==> src/rtl/isr_pkg.sv <==
package isr_pkg;
  // Bus address width seen on the DMA acknowledge.
  parameter int ADDR_W = 32;

  // Strobes decoded by the control and consumed by the flag datapath.
  typedef struct packed {
    logic rdStb;   // register read, arms set bits
    logic wrStb;   // register write, clear attempt and disarm
    logic dmaClr;  // DMA acknowledge whose address hits the window
  } isrStrobe_t;
endpackage

==> src/rtl/isr_ctrl.sv <==
module isr_ctrl #(
  parameter int NUM_FLAGS = 16,
  parameter int IDX_W = $clog2(NUM_FLAGS),
  parameter logic [isr_pkg::ADDR_W-1:0] WIN_BASE = 32'hFFFF8200,
  parameter logic [isr_pkg::ADDR_W-1:0] WIN_LAST = 32'hFFFF82FF
) (
  input  logic                       busRead,
  input  logic                       busWrite,
  input  logic                       dmaAck,
  input  logic [IDX_W-1:0]           dmaIdx,
  input  logic [isr_pkg::ADDR_W-1:0] dmaSrcAddr,
  input  logic [isr_pkg::ADDR_W-1:0] dmaDstAddr,
  output isr_pkg::isrStrobe_t        stb,
  output logic [NUM_FLAGS-1:0]       dmaSel
);
  localparam int NUM_PORTS = 2;

  logic [isr_pkg::ADDR_W-1:0] addrList [NUM_PORTS];
  logic [NUM_PORTS-1:0]       addrHit;

  assign addrList[0] = dmaSrcAddr;
  assign addrList[1] = dmaDstAddr;

  // One window comparator for each end of the transfer.
  for (genvar p = 0; p < NUM_PORTS; p++) begin : g_win
    assign addrHit[p] = (addrList[p] >= WIN_BASE) && (addrList[p] <= WIN_LAST);
  end

  always_comb begin
    stb.rdStb  = busRead;
    stb.wrStb  = busWrite;
    stb.dmaClr = dmaAck && (|addrHit);
  end

  // Decode the DMA flag index to a one-hot select.
  for (genvar i = 0; i < NUM_FLAGS; i++) begin : g_sel
    assign dmaSel[i] = (dmaIdx == IDX_W'(i));
  end
endmodule

==> src/rtl/isr_flag_dp.sv <==
module isr_flag_dp #(
  parameter int NUM_FLAGS = 16,
  parameter logic [NUM_FLAGS-1:0] RETRY_MASK = 16'hFF00
) (
  input  logic                 clk,
  input  logic                 rstN,
  input  isr_pkg::isrStrobe_t  stb,
  input  logic [NUM_FLAGS-1:0] wrData,
  input  logic [NUM_FLAGS-1:0] evtIn,
  input  logic [NUM_FLAGS-1:0] dmaSel,
  output logic [NUM_FLAGS-1:0] flagQ
);
  for (genvar i = 0; i < NUM_FLAGS; i++) begin : g_bit
    logic flag;
    logic armed;
    logic blocked;
    logic dmaHit;
    logic busClr;
    logic clrNow;

    assign dmaHit = stb.dmaClr && dmaSel[i];
    // A write of 0 clears only an armed bit that has not been blocked.
    assign busClr = stb.wrStb && !wrData[i] && armed && !blocked;
    assign clrNow = busClr || dmaHit;

    always_ff @(posedge clk) begin
      if (!rstN) begin
        flag  <= 1'b0;
        armed <= 1'b0;
      end else begin
        // An event in the same cycle as a clear keeps the flag set.
        flag <= (flag && !clrNow) || evtIn[i];
        if (dmaHit || stb.wrStb) armed <= 1'b0;
        else if (stb.rdStb)      armed <= flag;
      end
    end

    if (RETRY_MASK[i]) begin : g_retry
      // An event while the bit is armed spoils the pending clear.
      always_ff @(posedge clk) begin
        if (!rstN) blocked <= 1'b0;
        else if (dmaHit || stb.wrStb || stb.rdStb) blocked <= 1'b0;
        else if (armed && evtIn[i]) blocked <= 1'b1;
      end
    end else begin : g_plain
      assign blocked = 1'b0;
    end

    assign flagQ[i] = flag;
  end
endmodule

==> src/rtl/irq_status_bank.sv <==
module irq_status_bank #(
  parameter int NUM_FLAGS = 16,
  parameter int IDX_W = $clog2(NUM_FLAGS),
  parameter logic [NUM_FLAGS-1:0] RETRY_MASK = 16'hFF00,
  parameter logic [isr_pkg::ADDR_W-1:0] WIN_BASE = 32'hFFFF8200,
  parameter logic [isr_pkg::ADDR_W-1:0] WIN_LAST = 32'hFFFF82FF
) (
  input  logic                       clk,
  input  logic                       rstN,
  input  logic                       busRead,
  input  logic                       busWrite,
  input  logic [NUM_FLAGS-1:0]       busWdata,
  output logic [NUM_FLAGS-1:0]       busRdata,
  input  logic [NUM_FLAGS-1:0]       evtIn,
  input  logic                       dmaAck,
  input  logic [IDX_W-1:0]           dmaIdx,
  input  logic [isr_pkg::ADDR_W-1:0] dmaSrcAddr,
  input  logic [isr_pkg::ADDR_W-1:0] dmaDstAddr,
  output logic [NUM_FLAGS-1:0]       irqOut
);
  isr_pkg::isrStrobe_t  stb;
  logic [NUM_FLAGS-1:0] dmaSel;
  logic [NUM_FLAGS-1:0] flagQ;

  isr_ctrl #(
    .NUM_FLAGS(NUM_FLAGS), .IDX_W(IDX_W),
    .WIN_BASE(WIN_BASE), .WIN_LAST(WIN_LAST)
  ) u_ctrl (
    .busRead(busRead), .busWrite(busWrite), .dmaAck(dmaAck), .dmaIdx(dmaIdx),
    .dmaSrcAddr(dmaSrcAddr), .dmaDstAddr(dmaDstAddr),
    .stb(stb), .dmaSel(dmaSel)
  );

  isr_flag_dp #(
    .NUM_FLAGS(NUM_FLAGS), .RETRY_MASK(RETRY_MASK)
  ) u_dp (
    .clk(clk), .rstN(rstN), .stb(stb), .wrData(busWdata),
    .evtIn(evtIn), .dmaSel(dmaSel), .flagQ(flagQ)
  );

  assign busRdata = flagQ;
  assign irqOut   = flagQ;
endmodule

==> config.mk <==
export PLATFORM = sky130hd
export DESIGN_NAME = irq_status_bank
export DESIGN_NICKNAME = d
export VERILOG_FILES = /design/src/rtl/isr_pkg.sv /design/src/rtl/isr_ctrl.sv /design/src/rtl/isr_flag_dp.sv /design/src/rtl/irq_status_bank.sv
export SDC_FILE = /design/constraint.sdc
export NUM_CORES = 1
export LEC_CHECK = 0
export ABC_AREA = 0
export BUFFER_PORTS_ARGS = -buffer_cell sky130_fd_sc_hd__buf_2
export CAP_MARGIN = 0
export CORE_UTILIZATION = 43
export DETAILED_ROUTE_END_ITERATION = 12
export PLACE_DENSITY = 0.8
export REMOVE_ABC_BUFFERS = 1
export SLEW_MARGIN = 15
export SYNTH_ARGS = -nofsm -noshare
export SYNTH_HDL_FRONTEND = slang
export SYNTH_SLANG_ARGS = --single-unit
export TNS_END_PERCENT = 5
==> constraint.sdc <==
create_clock -name clk -period 2.2 [get_ports clk]
set_input_delay 0.33 -clock clk [delete_from_list [all_inputs] [get_ports clk]]
set_output_delay 0.33 -clock clk [all_outputs]
set_load 0.03 [all_outputs]
==> impl_metrics.yaml, run 1 <==
power_and_ir_drop:
  clock_power_share_pct: 29.2
  p_seq_share_pct: 49.3
  switching_share_pct: 29.69
  power_leakage_nw: 1.187
  comb_power_share_pct: 21.5
  p_sw_w: 0.0004678
  ir_drop_uv: 294.4
  internal_power_w: 0.001108
  p_per_area_nw_per_um2: 569.6
yosys:
  yosysTopAreaCell: "dfxtp_1"
  synthTopCellsByCount: "dfxtp_1 (40), buf_4 (32), a21oi_1 (22)"
  synth_area_um2: 2273
  synth.most_common_cell: "dfxtp_1"
  avgSynthCellArea_um2: 8.579
  syn_inst: 265
  synth_flop_cell: "dfxtp_1"
  async_flop_share_pct: 0
  synth-edff-count: 0
  synth_cell_types: 29
  ys_seq_area_share_pct: 35.22
  netlist_top_cells_area: "dfxtp_1 (35%), buf_4 (11%), mux2i_1 (7.0%)"
  yosys_warnings: 0
  synth_seq_cells: 40
  synth_top_area_share_pct: 35.22
global_route:
  grt_pass1_wl_mm: 8.528
  grt_max_degree: 41
  grt_antenna_before_repair: 0
  grt-ovfl-total: 0
  grtUsageTotal_pct: 20.45
  grt_pass1_vias: 1911
setup_path:
  path_cells: "buf_2, or4b_1, nor4_1, a22o_2, buf_12, a21oi_1"
  crit_path_max_fanout: 40
  cp_slowest_cell: "or4b_1"
  path_class: "in2reg"
  crit_family: "simple AND/OR/NAND/NOR gates"
  startpoint_type: "input pin"
  worstSetupEndpointType: "flip-flop"
  crit_arrival_ns: 1.80
  cpPeakStageDelay_ns: 0.51
  worstPathRequired_ns: 2.37
  worst-path-buf-inv: 2
place:
  gp_congestion: 0.7934
  place_area_um2: 2689
  numPortBuffers: 120
  dp_slack_ns: 0.2547
  dp_hpwl_mm: 4.154
final_layout:
  fin_nets: 454
  post-route-cell-area_um2: 2766
  areaGrowthSynthToFinish_pct: 21.68
  fillers: 477
  drive_above_1_share_pct: 40.97
  antenna_cells: 0
route:
  ant_nets: 0
  wl_mm: 5.626
  vias_per_cell: 5.294
  drcViolationCount: 0
  dr.pass1.iters: 4
  wl_per_cell_um: 13.43
  dr.first_iter.drc_count: 71
  vias: 2218
floorplanning:
  die_area_um2: 5582
  die_w_um: 74.71
  ios: 137
  std_cell_rows: 26
  die_h_um: 74.71
  start_util_pct: 44.51
  core_um2: 5107
hold_path:
  hold_class: "in2reg"
timing:
  whs_ns: 0.3195
  skew_ns: 0.002718
  fin_ws_ns: 0.5660
  relSlewSlack_pct: 59.06
  worst_slew_pin_slew_ns: 0.6141
  maxSlewViolCount: 0
  rsz0062_at_grt: "no"
  fmax_ghz: 0.6120
  final-setup-viol-count: 0
  hold_viol_final: 0
  tns_ns: 0
  min_period_ns: 1.634
  period_share_pct: 74.27
cts:
  cts_buffers: 5
  clock_path_buffers: 2
  cts_tree: "done"
  hold_buffers: 0
  ctsHtreeMaxLevel: 2
  post-cts-setup-buffers: 0
  ctsResizeCount: 0
  clk_pin_slew_ns: 0.07
  cts_sinks: 40
  worstSkewPairLatency_ns: 0.29
  root_buffer: "clkbuf_8"
job:
  cap_violations: 0
status:
  outcome: "finished clean"
## routing by layer
metal	wire length [um]	vias to the layer above	track usage, %
met5	0	-	0
li1	-	1104	-
met4	68	0	6.918
met2	2795	101	36.74
met1	2398	1006	24.81
met3	364	7	3.213
## final timing paths
check	start	endpoint	slack, ns	cells after the start
setup / recovery	dmaDstAddr[14]	u_dp.g_bit[11].blocked	0.57	6
hold / removal	evtIn[3]	u_dp.g_bit[3].flag	0.32	3
setup reg to reg	u_dp.g_bit[8].blocked	u_dp.g_bit[8].flag	1.18	4
hold reg to reg	u_dp.g_bit[5].armed	u_dp.g_bit[5].armed	0.54	2
## worst min-delay path: cells and delay by family
family | cells | cell delay [ns]
compound gates | 1 | 0.11
buf+inv | 1 | 0.09
simple gates | 1 | 0.05
## state kept, by name, summed over array words and instances, names as in the netlist
signal and cells:
u_dp.g_bit.armed 16, u_dp.g_bit.blocked 8, u_dp.g_bit.flag 16
## placed cells by master, fill, tap and decap left out, drive strengths merged, types with 2 or more instances in the layout
master and n:
a211oi 16, a21oi 32, buf 124, clkbuf 6
dfxtp 40, mux2i 16, nand2 9, nand2b 3
nand3b 2, nand4 7, nand4b 2, nor2 18
nor2b 8, nor3 16, nor4 2, nor4bb 8
o21a 8, o21ai 16, or3 8, or4b 2
## power groups by stage
stage	clock network [W]	logic [W]	registers, W
floorplan	0	0.0000872	0.000875
global placement	0	0.000336	0.000793
detailed placement	0	0.000339	0.000794
CTS	0.000470	0.000340	0.000778
global route	0.000498	0.000367	0.000782
finish	0.000460	0.000338	0.000777
## through the flow
step           utilization [%]  cells   power, W
2_1_floorplan                -    218  0.0009624
3_3_place_gp             52.65    412   0.001129
3_5_place_dp             52.65    412   0.001133
4_1_cts                  54.16    419   0.001588
5_1_grt                  54.16    419   0.001647
6_report                 54.16    419   0.001576
## cell families after synthesis
| kind of cell | share of synthesized area [%] |
|---|---|
| and+or+nand+nor | 22.73 |
| muxes | 7.044 |
| AOI/OAI and AO/OA | 20.58 |
| buffers and inverters | 14.42 |
| DFF | 35.22 |
## final cells by class
| cell class | instances | area [um^2] | share of cell area, % |
|---|---|---|---|
| multi-input combinational | 178 | 1145 | 41.38 |
| sequential | 40 | 800.8 | 28.95 |
| timing repair buffer | 124 | 655.6 | 23.70 |
| tap | 70 | 87.58 | 3.166 |
| clock buffer | 6 | 72.57 | 2.623 |
| clock inverter | 1 | 5.005 | 0.1809 |
(Power assumes the default switching activity.)
==> inputs of run 2 (changes only) <==
- CORE_UTILIZATION: 43 -> 39
- PLACE_DENSITY: 0.8 -> 0.76
- clock period: 2.2 -> 1.31 ns (I/O delays scaled with it)
==> run 2 against run 1 <==
The flow now finishes with violations (setup timing). Critical endpoint is now u_dp.g_bit[9].armed. Via count rose by 2.5%. Sequential cell count did not move. Routed wire length rose by 7.0%.
==> impl_metrics.yaml, run 2 (synthesis gave the netlist of run 1 again) <==
status:
  outcome: "finished with violations"
  violations: "setup timing"
setup_path:
  worstPathRequired_ns: 1.49
  ff2ff_path_depth: 4
  r2r_setup_slack_ns: 0.19
  worstSetupEndpointType: "flip-flop"
  crit_family: "simple AND/OR/NAND/NOR gates"
  startpoint_type: "input pin"
  worst-path-buf-inv: 3
  path_class: "in2reg"
  rr_endpoint: "u_dp.g_bit[14].flag"
  crit_path_max_fanout: 15
  path_cells: "buf_2, or4b_1, nor4_1, a22o_2, buf_4, buf_12, a211oi_1"
  reg2reg_from: "u_dp.g_bit[14].blocked"
  cpPeakStageDelay_ns: 0.49
  crit_arrival_ns: 1.65
  cp_slowest_cell: "or4b_1"
place:
  dp_hpwl_mm: 4.229
  gp_congestion: 0.7578
  numPortBuffers: 120
  place_area_um2: 2749
  dp_cells: 420
power_and_ir_drop:
  fin_total_pwr_w: 0.002992
  p_seq_share_pct: 43.7
  power_leakage_nw: 1.274
  internal_power_w: 0.002182
  p_per_area_nw_per_um2: 1013
  clock_power_share_pct: 36.7
  comb_power_share_pct: 19.6
  ir_drop_uv: 578.4
  switching_share_pct: 27.07
  p_sw_w: 0.0008099
cts:
  clk_pin_slew_ns: 0.08
  root_buffer: "clkbuf_8"
  worstSkewPairLatency_ns: 0.29
  cts_sinks: 40
  cts_tree: "done"
  cts_buffers: 5
  ctsHtreeMaxLevel: 2
  clock_path_buffers: 2
global_route:
  grt_pass1_vias: 2174
  grtUsageTotal_pct: 20.23
  grt-ovfl-total: 0
  grt_max_degree: 25
  grt_antenna_before_repair: 0
  grt_pass1_wl_mm: 9.832
final_layout:
  antenna_cells: 0
  fin_nets: 464
  layout_commonest_cell: "buf_2"
  reg_top3: "u_dp.g_bit.armed: 16 flops, u_dp.g_bit.flag: 16 flops, u_dp.g_bit.blocked: 8 flops"
  post-route-cell-area_um2: 2954
  drive_above_1_share_pct: 43.89
  final_cell_mix: "buf_2 (119), dfxtp_1 (40), a21oi_1 (20)"
  areaGrowthSynthToFinish_pct: 29.94
  stdcell_count: 432
  fillers: 520
floorplanning:
  start_util_pct: 40.79
  ios: 137
  die_h_um: 78.35
  die_w_um: 78.35
  core_um2: 5574
  die_area_um2: 6139
  std_cell_rows: 27
route:
  dr.pass1.iters: 4
  drcViolationCount: 0
  ant_nets: 0
  wl_mm: 6.020
  vias: 2273
  vias_per_cell: 5.262
  wl_per_cell_um: 13.94
  dr.first_iter.drc_count: 80
timing:
  min_period_ns: 1.470
  maxSlewViolCount: 0
  period_share_pct: 112.2
  relSlewSlack_pct: 57.17
  fmax_ghz: 0.6803
  skew_ns: 0.0009197
  worst_slew_pin_slew_ns: 0.6424
  final-setup-viol-count: 40
  hold_viol_final: 0
  fin_ws_ns: -0.1600
  rsz0062_at_grt: "yes"
hold_path:
  hold_depth: 3
  hold_class: "in2reg"
  hp-start: "evtIn[4]"
  hold_end: "u_dp.g_bit[4].flag"
job:
  cap_violations: 0
-- run 2: tightest hold or removal path: stages --
cell	delay, ns
buf_2	0.09
nor3_1	0.05
a21oi_2	0.11
-- run 2: timing repair --
action                     CTS  global route
resized for setup            2             4
setup endpoints to repair   40            40
pin swaps                    3             3
hold buffers                 0             0
setup buffers                3             0
cloned                       1             1
-- run 2: cell type report --
type	instances	area, um^2	share of cell area (%)
multi-input combinational	178	1159	39.22
sequential	40	800.8	27.11
timing repair buffer	134	778.2	26.34
clock buffer	7	96.34	3.261
tap	72	90.09	3.050
clock inverter	1	30.03	1.017
-- run 2: worst max path at each step --
| stage | start | end | slack, ns | cells after the start |
|---|---|---|---|---|
| after floorplan | dmaDstAddr[14] | u_dp.g_bit[0].armed | -0.52 | 4 |
| after global placement | dmaSrcAddr[12] | u_dp.g_bit[1].armed | -0.51 | 6 |
| after detailed placement | dmaSrcAddr[12] | u_dp.g_bit[15].armed | -0.53 | 6 |
| after CTS | dmaDstAddr[12] | u_dp.g_bit[14].flag | -0.16 | 7 |
| after global routing | dmaDstAddr[14] | u_dp.g_bit[7].armed | -0.19 | 6 |
| final | dmaDstAddr[13] | u_dp.g_bit[9].armed | -0.16 | 7 |
-- run 2: power by group through the flow --
stage	Sequential, W	Combinational (W)	Clock [W]
after CTS	0.00131	0.000583	0.00111
after global routing	0.00132	0.000633	0.00115
after floorplan	0.00147	0.000146	0
final	0.00131	0.000586	0.00110
after global placement	0.00133	0.000573	0
after detailed placement	0.00133	0.000581	0
-- run 2: stage by stage --
step           utilization [%]  worst slack, ns  TNS [ns]  hold slack [ns]
2_1_floorplan                -          -0.5204    -19.80           0.3349
3_3_place_gp             49.32          -0.5075    -19.09           0.4812
3_5_place_dp             49.32          -0.5298    -19.41           0.4926
4_1_cts                  52.59          -0.1565    -5.347           0.1854
5_1_grt                  53.00          -0.1898    -6.951           0.1839
6_report                 53.00          -0.1600    -5.388           0.1867
-- run 2: metal layers --
layer	vias to the layer above	global-route usage, %	routed length, um
li1	1124	-	-
met3	14	3.605	345
met5	-	0	0
met2	95	36.93	3000
met1	1040	23.30	2588
met4	0	7.593	87
==> inputs of run 3 (changes only) <==
- ABC_AREA: 0 -> 1
- BUFFER_PORTS_ARGS: -buffer_cell sky130_fd_sc_hd__buf_2 -> not set
- CORE_UTILIZATION: 39 -> 50
- DONT_BUFFER_PORTS: not set -> 1
- PLACE_DENSITY: 0.76 -> 0.68
==> run 3 against run 2 <==
The run ends with DRC left. Setup slack better by 0.38 ns. Via count down 12%. Synthesized cell count up 38%. Count of clock-buffer cells in the layout unchanged. First-iteration DRC count up 57%. Fmax up 35%. Final cell count down 6.9%. Non-clock buffer count down 115. Core utilization up 0.58 points. Critical path depth down 6.
==> impl_metrics.yaml, run 3 <==
status:
  outcome: "finished with violations"
  violations: "DRC"
setup_path:
  worstPathRequired_ns: 1.11
  crit_arrival_ns: 0.89
  worst-path-buf-inv: 1
  crit_family: "flip-flops"
  r2r_setup_slack_ns: 0.45
  startpoint_type: "flip-flop"
  path_cells: "buf_4"
  ff2ff_path_depth: 4
  path_class: "reg2out"
  crit_path_max_fanout: 3
  rr_endpoint: "u_dp.g_bit[8].flag"
  reg2reg_from: "u_dp.g_bit[8].blocked"
  cp_slowest_cell: "dfxtp_1"
  cpPeakStageDelay_ns: 0.37
  cp_num_cells: 1
  worstSetupEndpointType: "primary output"
timing:
  relSlewSlack_pct: 77.44
  hold_viol_final: 0
  fmax_ghz: 0.9214
  final-setup-viol-count: 0
  rsz0062_at_grt: "no"
  period_share_pct: 82.85
  maxSlewViolCount: 0
  skew_ns: 0.004155
  min_period_ns: 1.085
  tns_ns: 0
  worst_slew_pin_slew_ns: 0.3379
power_and_ir_drop:
  ir_drop_uv: 579.6
  power_leakage_nw: 1.154
  p_per_area_nw_per_um2: 1078
final_layout:
  fillers: 473
  post-route-cell-area_um2: 2397
  final_cell_mix: "nor2_1 (71), inv_1 (65), nand2_1 (47)"
  areaGrowthSynthToFinish_pct: 0.6831
  multi_input_comb_area_um2: 1031
  reg_top3: "u_dp.g_bit.armed: 16 flops, u_dp.g_bit.flag: 16 flops, u_dp.g_bit.blocked: 8 flops"
  layout_commonest_cell: "nor2_1"
  seq_area_um2: 800.8
  fin_nets: 454
  antenna_cells: 0
  drive_above_1_share_pct: 12.00
global_route:
  grt-ovfl-total: 0
  grt_antenna_before_repair: 0
  grt_pass1_wl_mm: 7.859
  grt_max_degree: 34
  grt_pass1_vias: 1848
  met2_usage_pct: 35.68
  grtUsageTotal_pct: 19.81
  met3_usage_pct: 6.695
  grt-busiest-layer: "met2"
  use_met1_pct: 22.50
yosys:
  synth.most_common_cell: "nor2_1"
  yosys_warnings: 0
  avgSynthCellArea_um2: 6.523
  synth_flop_cell: "dfxtp_1"
  syn_inst: 365
  netlist_top_cells_area: "dfxtp_1 (34%), nor2_1 (11%), buf_4 (10%)"
  synth_cell_types: 18
  synthTopCellsByCount: "nor2_1 (71), inv_1 (65), nand2_1 (47)"
  synth-edff-count: 0
  ys_seq_area_share_pct: 33.63
  synth_seq_cells: 40
  synth_top_area_share_pct: 33.63
  yosysTopAreaCell: "dfxtp_1"
  async_flop_share_pct: 0
  synth_area_um2: 2381
cts:
  post-cts-setup-buffers: 0
  clock_path_buffers: 2
  cts_tree: "done"
  cts_buffers: 5
  clk_pin_slew_ns: 0.08
  ctsHtreeMaxLevel: 2
  worstSkewPairLatency_ns: 0.29
  ctsResizeCount: 0
  hold_buffers: 0
  root_buffer: "clkbuf_8"
  cts_sinks: 40
floorplanning:
  die_h_um: 71.01
  core_um2: 4474
  die_w_um: 71.01
  start_util_pct: 53.22
  std_cell_rows: 24
  die_area_um2: 5042
  ios: 137
hold_path:
  hold_end: "u_dp.g_bit[9].flag"
  hold_depth: 2
  hold_class: "in2reg"
  hp-start: "evtIn[9]"
place:
  gp_congestion: 0.7591
  numPortBuffers: 0
  dp_hpwl_mm: 3.608
  place_area_um2: 2303
route:
  dr.first_iter.drc_count: 126
  drcViolationCount: 5
  vias_per_cell: 4.983
  ant_nets: 0
  wl_mm: 4.708
  vias: 2003
  wl_per_cell_um: 11.71
  dr.pass1.iters: 8
job:
  cap_violations: 0
==> run 3: worst reg2reg max path, stage by stage (launching register included) <==
cell	delay, ns
dfxtp_1	0.33
nor3_1	0.05
a21boi_0	0.21
nand2_1	0.09
a21oi_1	0.11
==> run 3: cell families after synthesis <==
| group | after synthesis | share of synthesized area [%] |
|---|---|---|
| simple gates | 160 | 29.85 |
| flops | 40 | 33.63 |
| buf+inv | 109 | 23.07 |
| compound gates | 56 | 13.45 |
==> run 3: routing by layer <==
| metal | part of all wire [%] | up-vias |
|---|---|---|
| met5 | 0 | - |
| met4 | 1.0 | 0 |
| met2 | 48 | 76 |
| met3 | 8.4 | 4 |
| met1 | 42 | 859 |
| li1 | - | 1064 |
==> run 3: worst max-delay path by stage <==
stage                                   start                     end  slack (ns)
after floorplan                dmaSrcAddr[13]     u_dp.g_bit[10].flag        0.17
after global placement         dmaSrcAddr[13]  u_dp.g_bit[10].blocked        0.14
after detailed placement       dmaDstAddr[12]     u_dp.g_bit[10].flag        0.12
after CTS                 u_dp.g_bit[11].flag            busRdata[11]        0.21
after global routing      u_dp.g_bit[11].flag            busRdata[11]        0.19
final                     u_dp.g_bit[11].flag            busRdata[11]        0.22
==> run 3: stage by stage <==
step,instances,util (%),hold WS (ns),total power (W),setup WS (ns)
2_1_floorplan,323,-,0.3305,0.001667,0.1712
3_3_place_gp,394,51.48,0.3339,0.001766,0.1422
3_5_place_dp,394,51.48,0.3354,0.001775,0.1187
4_1_cts,402,53.58,0.02285,0.002618,0.2134
5_1_grt,402,53.58,0.03178,0.002711,0.1873
6_report,402,53.58,0.03044,0.002584,0.2247
==> run 3: final cells by class <==
type,instances,share of cell area [%]
clock inverter,1,0.3132
timing repair buffer,19,6.472
inverter,67,10.49
tap,52,2.714
sequential,40,33.40
clock buffer,7,3.601
multi-input combinational,216,43.01
==> run 3: power by group <==
part / internal, W / switching (W)
registers: 0.00127 / 0.0000299
logic: 0.000141 / 0.000304
clock network: 0.000428 / 0.000413
total: 0.00184 / 0.000746
